## config.mk

```make
export PLATFORM = sky130hd
export DESIGN_NAME = sample_streamer
export DESIGN_NICKNAME = d
export VERILOG_FILES = /design/src/rtl/streamer_pkg.sv /design/src/rtl/streamer_shadow.sv /design/src/rtl/streamer_seq.sv /design/src/rtl/streamer_mux.sv /design/src/rtl/sample_streamer.sv
export SDC_FILE = /design/constraint.sdc
export NUM_CORES = 1
export LEC_CHECK = 0
export BUFFER_PORTS_ARGS = -buffer_cell sky130_fd_sc_hd__buf_2
export CAP_MARGIN = 20
export CORE_MARGIN = 2
export CORE_UTILIZATION = 51
export CTS_CLUSTER_DIAMETER = 80
export DETAILED_ROUTE_END_ITERATION = 8
export GPL_ROUTABILITY_DRIVEN = 1
export PLACE_DENSITY_LB_ADDON = 0.08
export REMOVE_ABC_BUFFERS = 1
export SLEW_MARGIN = 20
export SYNTH_ARGS = -nofsm -noshare
export SYNTH_HDL_FRONTEND = slang
export SYNTH_HIERARCHICAL = 1
export SYNTH_SLANG_ARGS = --single-unit
export TNS_END_PERCENT = 5
```

## constraint.sdc

```tcl
create_clock -name clk -period 2.7 [get_ports clk]
set_input_delay 0.27 -clock clk [delete_from_list [all_inputs] [get_ports clk]]
set_output_delay 0.27 -clock clk [all_outputs]
set_load 0.02 [all_outputs]
```

## src/rtl/streamer_pkg.sv

```systemverilog
package streamer_pkg;
   typedef enum logic {
      PH_LOW  = 1'b0,
      PH_HIGH = 1'b1
   } phase_e;
endpackage

```

## src/rtl/streamer_shadow.sv

```systemverilog
module streamer_shadow #(
   parameter int WORD_W    = 32,
   parameter int NUM_WORDS = 4
) (
   input  logic                          clk,
   input  logic                          rst_n,
   input  logic                          load,
   input  logic [NUM_WORDS*WORD_W-1:0]   words_in,
   input  logic [NUM_WORDS-1:0]          flags_in,
   output logic [NUM_WORDS*WORD_W-1:0]   words_q,
   output logic [NUM_WORDS-1:0]          flags_q
);
   for (genvar k = 0; k < NUM_WORDS; k++) begin : g_slot
      always_ff @(posedge clk or negedge rst_n) begin
         if (!rst_n) begin
            words_q[k*WORD_W +: WORD_W] <= '0;
            flags_q[k]                  <= 1'b0;
         end else if (load) begin
            words_q[k*WORD_W +: WORD_W] <= words_in[k*WORD_W +: WORD_W];
            flags_q[k]                  <= flags_in[k];
         end
      end
   end
endmodule

```

## src/rtl/streamer_seq.sv

```systemverilog
module streamer_seq
   import streamer_pkg::*;
#(
   parameter int WORD_W      = 32,
   parameter int NUM_WORDS   = 4,
   parameter int FRAME_SLOTS = 140,
   localparam int WIW = $clog2(NUM_WORDS + 1),
   localparam int BIW = $clog2(WORD_W + 1),
   localparam int SW  = $clog2(FRAME_SLOTS)
) (
   input  logic           clk,
   input  logic           rst_n,
   input  logic           en,
   input  logic           trig,
   output logic           busy,
   output logic           load,
   output phase_e         phase,
   output logic [WIW-1:0] word_idx,
   output logic [BIW-1:0] bit_idx
);
   localparam logic [SW-1:0]  LAST_SLOT = SW'(FRAME_SLOTS - 1);
   localparam logic [BIW-1:0] LAST_POS  = BIW'(WORD_W);
   localparam logic [WIW-1:0] WORD_END  = WIW'(NUM_WORDS);

   logic [SW-1:0] slot_q;

   assign load = en && trig && !busy;

   always_ff @(posedge clk or negedge rst_n) begin
      if (!rst_n) begin
         busy     <= 1'b0;
         phase    <= PH_LOW;
         slot_q   <= '0;
         word_idx <= '0;
         bit_idx  <= '0;
      end else if (!en) begin
         busy     <= 1'b0;
         phase    <= PH_LOW;
         slot_q   <= '0;
         word_idx <= '0;
         bit_idx  <= '0;
      end else if (load) begin
         busy     <= 1'b1;
         phase    <= PH_LOW;
         slot_q   <= '0;
         word_idx <= '0;
         bit_idx  <= '0;
      end else if (busy) begin
         if (phase == PH_LOW) begin
            phase <= PH_HIGH;
         end else begin
            phase <= PH_LOW;
            if (slot_q == LAST_SLOT) begin
               busy <= 1'b0;
            end
            slot_q <= slot_q + 1'b1;
            if (bit_idx == LAST_POS) begin
               bit_idx <= '0;
               if (word_idx < WORD_END) begin
                  word_idx <= word_idx + 1'b1;
               end
            end else begin
               bit_idx <= bit_idx + 1'b1;
            end
         end
      end
   end
endmodule

```

## src/rtl/streamer_mux.sv

```systemverilog
module streamer_mux
   import streamer_pkg::*;
#(
   parameter int WORD_W    = 32,
   parameter int NUM_WORDS = 4,
   localparam int WIW = $clog2(NUM_WORDS + 1),
   localparam int BIW = $clog2(WORD_W + 1)
) (
   input  logic [NUM_WORDS*WORD_W-1:0] words_q,
   input  logic [NUM_WORDS-1:0]        flags_q,
   input  logic                        busy,
   input  phase_e                      phase,
   input  logic [WIW-1:0]              word_idx,
   input  logic [BIW-1:0]              bit_idx,
   output logic                        sdata,
   output logic                        sclk
);
   localparam logic [WIW-1:0] WORD_END = WIW'(NUM_WORDS);

   logic [WORD_W-1:0] word_sel;
   logic              flag_sel;
   logic [WORD_W-1:0] shifted;
   logic [BIW-1:0]    pos;
   logic              in_data;

   always_comb begin
      word_sel = '0;
      flag_sel = 1'b0;
      for (int k = 0; k < NUM_WORDS; k++) begin
         if (word_idx == WIW'(k)) begin
            word_sel = words_q[k*WORD_W +: WORD_W];
            flag_sel = flags_q[k];
         end
      end
   end

   assign pos     = bit_idx - 1'b1;
   assign shifted = word_sel >> pos;
   assign in_data = busy && (word_idx < WORD_END);
   assign sdata   = in_data && ((bit_idx == '0) ? flag_sel : shifted[0]);
   assign sclk    = in_data && (phase == PH_HIGH);
endmodule

```

## src/rtl/sample_streamer.sv

```systemverilog
module sample_streamer
   import streamer_pkg::*;
#(
   parameter int WORD_W      = 32,
   parameter int NUM_WORDS   = 4,
   parameter int FRAME_SLOTS = 140
) (
   input  logic                        clk,
   input  logic                        rst_n,
   input  logic                        en_i,
   input  logic                        trig_i,
   input  logic [NUM_WORDS*WORD_W-1:0] words_i,
   input  logic [NUM_WORDS-1:0]        flags_i,
   output logic                        sdata_o,
   output logic                        sclk_o,
   output logic                        busy_o
);
   localparam int WIW = $clog2(NUM_WORDS + 1);
   localparam int BIW = $clog2(WORD_W + 1);

   if (WORD_W < 2) begin : g_bad_width
      $error("WORD_W must be at least 2");
   end
   if (NUM_WORDS < 1) begin : g_bad_count
      $error("NUM_WORDS must be at least 1");
   end
   if (FRAME_SLOTS < NUM_WORDS * (WORD_W + 1)) begin : g_bad_budget
      $error("FRAME_SLOTS too small for the framed words");
   end

   logic                        load;
   phase_e                      phase;
   logic [WIW-1:0]              word_idx;
   logic [BIW-1:0]              bit_idx;
   logic [NUM_WORDS*WORD_W-1:0] words_q;
   logic [NUM_WORDS-1:0]        flags_q;

   streamer_seq #(
      .WORD_W(WORD_W), .NUM_WORDS(NUM_WORDS), .FRAME_SLOTS(FRAME_SLOTS)
   ) u_seq (
      .clk(clk), .rst_n(rst_n), .en(en_i), .trig(trig_i),
      .busy(busy_o), .load(load), .phase(phase),
      .word_idx(word_idx), .bit_idx(bit_idx)
   );

   streamer_shadow #(
      .WORD_W(WORD_W), .NUM_WORDS(NUM_WORDS)
   ) u_shadow (
      .clk(clk), .rst_n(rst_n), .load(load),
      .words_in(words_i), .flags_in(flags_i),
      .words_q(words_q), .flags_q(flags_q)
   );

   streamer_mux #(
      .WORD_W(WORD_W), .NUM_WORDS(NUM_WORDS)
   ) u_mux (
      .words_q(words_q), .flags_q(flags_q), .busy(busy_o), .phase(phase),
      .word_idx(word_idx), .bit_idx(bit_idx),
      .sdata(sdata_o), .sclk(sclk_o)
   );
endmodule

```

==> impl_metrics.csv <==
group,metric,value,unit
run_status,status,"finished with violations",
run_status,violations,"negative setup slack",
critical_path,r2r-start,"u_seq/busy",
timing,setup_viol,1,
logic_synthesis,synth-simple-area-share,7.57,%
pwr,sw_frac_of_total,24.6,%
timing,rsz0062_at_grt,"yes",
logic_synthesis,synth.area.mux_share,31.6,%
critical_path,cp.arrival,2.81,ns
critical_path,cp_slowest_cell,"mux4_2",
pwr,p_int,4.77,mW
hold_path,min_path_cells,2,
die,initial_core_util,51.8,%
global_route,grt_max_degree,77,
critical_path,worstPathRequired,2.43,ns
final_layout,antennaDiodeCount,0,
routing,antenna_left,0,
timing,fin_crit_sh,114,%
global_route,grt_pass1_wl,28100,µm
logic_synthesis,synth_xor_area_share,1.57,%
pwr,power_frac_seq,45.9,%
clocking,root_buffer,"clkbuf_16",
critical_path,ff2ff_path_depth,3,
critical_path,r2r_slack,0.70,ns
pwr,powerDensity,667,mW/mm²
pwr,p_leak,4.18,nW
global_route,grt_pass1_vias,5416,
logic_synthesis,syn_avg_cell_area,13.7,µm²
logic_synthesis,synth_warnings,6,
die,core_area,0.0151,mm²
routing,via_per_inst,5.62,
logic_synthesis,synth_fa_ha_area_share,0.960,%
logic_synthesis,synth_top_family_by_area,"multiplexers",
routing,wl_per_cell,19.2,µm
place,dp.cells,883,
critical_path,worst-path-max-fanout,7,
final_layout,final_cells,920,
routing,drt-initial-drc-count,181,
pwr,ir_drop,0.452,mV
critical_path,cp_num_buf_inv,2,
clocking,cts.sink_count,151,
clocking,insertion_delay,0.42,ns
critical_path,crit_path_end_kind,"output port",
logic_synthesis,netlist_area,0.00782,mm²
logic_synthesis,synth_flop_cell,"dfrtp_1",
timing,drv_slew,0,
timing,fin_worst_skew,0.00535,ns
final_layout,final_cell_mix,"dfrtp_1 (149), buf_2 (136), mux2_4 (81)",
routing,drc_errors,0,
final_layout,fin_util,62.8,%
final_layout,layout_commonest_cell,"dfrtp_1",
clocking,cts.htree.levels,4,
die,dieHeight,128,µm
die,placementRows,45,
timing,setup_slack,-0.385,ns
place,numPortBuffers,138,
logic_synthesis,synth_edf_count,0,
logic_synthesis,seq_area_frac_synth,48.3,%
global_route,track_usage,22.4,%
pwr,pwr-share-comb,16.6,%
logic_synthesis,syn_inst,572,
critical_path,r2r_end,"u_shadow/words_q[76]",
logic_synthesis,ys_ff_latch,151,
clocking,clkTransAtPathRegs,0.06,ns
die,die_area,0.0163,mm²
clocking,cts_tree,"built",
timing,slew_headroom,44.3,%
routing,finalWirelength,17600,µm
die,die_w,128,µm
final_layout,syn2layout_area_growth,21.1,%
hold_path,min-delay-path-class,"input pin to flop",
global_route,antenna_found_initial,0,
clocking,numCtsBuffers,17,
routing,route.vias.total,5172,
hold_path,whs_endpoint,"u_shadow/words_q[19]",
critical_path,critical-path-max-stage-delay,0.46,ns
logic_synthesis,synth_compound_area_share,5.83,%
critical_path,start_kind,"flop",
timing,hold_viol_final,0,
logic_synthesis,synthArstFlopShare,100,%
pwr,clockPowerShare,37.5,%
timing,tightestPinTransition,0.836,ns
timing,finalCriticalPeriod,3.08,ns
final_layout,nets,861,
die,ioPinCount,139,
logic_synthesis,synth.distinct_cells,63,
final_layout,nFillCells,1187,
final_layout,drive_gt1_share,51.0,%
timing,finalSetupTns,-0.385,ns
critical_path,crit_type,"flop to output port",
critical_path,crit_family,"multiplexers",
hold_path,hold_start,"words_i[19]",
routing,dr.pass1.iters,4,
place,hpwlAfterDp,12400,µm
pwr,p_switching,1.55,mW
timing,holdWs,0.0720,ns
job,maxCapViolations,0,
critical_path,cp_cell_sequence,"buf_6 > nand2b_4 > mux4_2 > mux2_4 > o31ai_4 > a32oi_4 > o41ai_4 > buf_4",
clocking,clock_path_buffers,2,
timing,fmax,324,MHz
place,gp_congestion,0.844,
global_route,grt_overflow,0,
==> worst max path at each step <==
stage,start,end,depth (start not counted)
finish,u_seq/word_idx[0],sdata_o,8
global route,u_seq/word_idx[0],sdata_o,9
CTS,u_seq/bit_idx[0],sdata_o,9
detailed placement,u_seq/word_idx[0],sdata_o,7
global placement,u_seq/word_idx[0],sdata_o,7
floorplan,u_seq/busy,u_shadow/flags_q[0],2
==> per-layer routing <==
metal	track usage (%)	wire length [µm]	vias to the layer above
met2	35.3	8490	127
met3	5.72	794	12
met5	0	0	-
met4	7.11	234	0
met1	30.8	8100	2649
li1	-	-	2384
==> power by group through the flow <==
stage	clock network, mW	logic [mW]	registers (mW)
finish	2.37	1.05	2.90
global route	2.54	1.13	2.94
CTS	2.42	1.05	2.90
detailed placement	0	1.04	2.93
global placement	0	1.01	2.92
floorplan	0	0.847	2.83
==> repair_timing <==
action	in CTS	in global routing
hold buffers	1	0
endpoints found under the setup margin	1	1
setup buffers	3	1
gates resized for setup	18	9
hold endpoints to repair	37	0
pin swaps	5	4
==> synthesized netlist by cell type, types with 11 or more instances <==
cell type / number / area [µm²]
dfrtp_1: 151 / 3780
mux2_4: 81 / 1220
mux2_2: 59 / 664
nand2_1: 27 / 101
mux2i_1: 25 / 250
nor2_1: 22 / 82.6
a21oi_1: 17 / 85.1
buf_2: 13 / 65.1
clkbuf_1: 12 / 45.0
buf_6: 11 / 124
nor3_1: 11 / 55.1
o21ai_0: 11 / 55.1
==> through the flow <==
step	area, µm²	setup WS (ns)	power [mW]
after global routing	9470	-0.474	6.62
after global placement	8740	0.0195	3.93
final	9470	-0.385	6.32
after CTS	9420	-0.321	6.37
after detailed placement	8740	-0.0451	3.96
after floorplan	7530	-12.45	3.68
==> registers in the layout (all words and copies together) (netlist names) <==
name / count
u_shadow/flags_q: 4
u_shadow/words_q: 128
u_seq/slot_q: 8
u_seq/phase: 1
u_seq/bit_idx: 6
u_seq/word_idx: 3
u_seq/busy: 1
==> layout make-up <==
class                           instances  area [µm²]  share of cell area [%]
Inverter                                8        33.8                   0.357
Tap cell                              188         235                    2.48
Sequential cell                       151        3780                    39.9
Clock inverter                         10         120                    1.27
Clock buffer                           22         474                    5.01
Multi-Input combinational cell        372        3790                    40.1
Timing Repair Buffer                  169        1030                    10.9
==> logic make-up after synthesis <==
family | after synthesis
buffers and inverters | 49
multiplexers | 179
adder cells (fa/ha/maj) | 6
flip-flops | 151
AND/OR/NAND/NOR | 107
AO/OA/AOI/OAI | 66
XOR/XNOR | 14
Power figures use the tool's default switching activity.
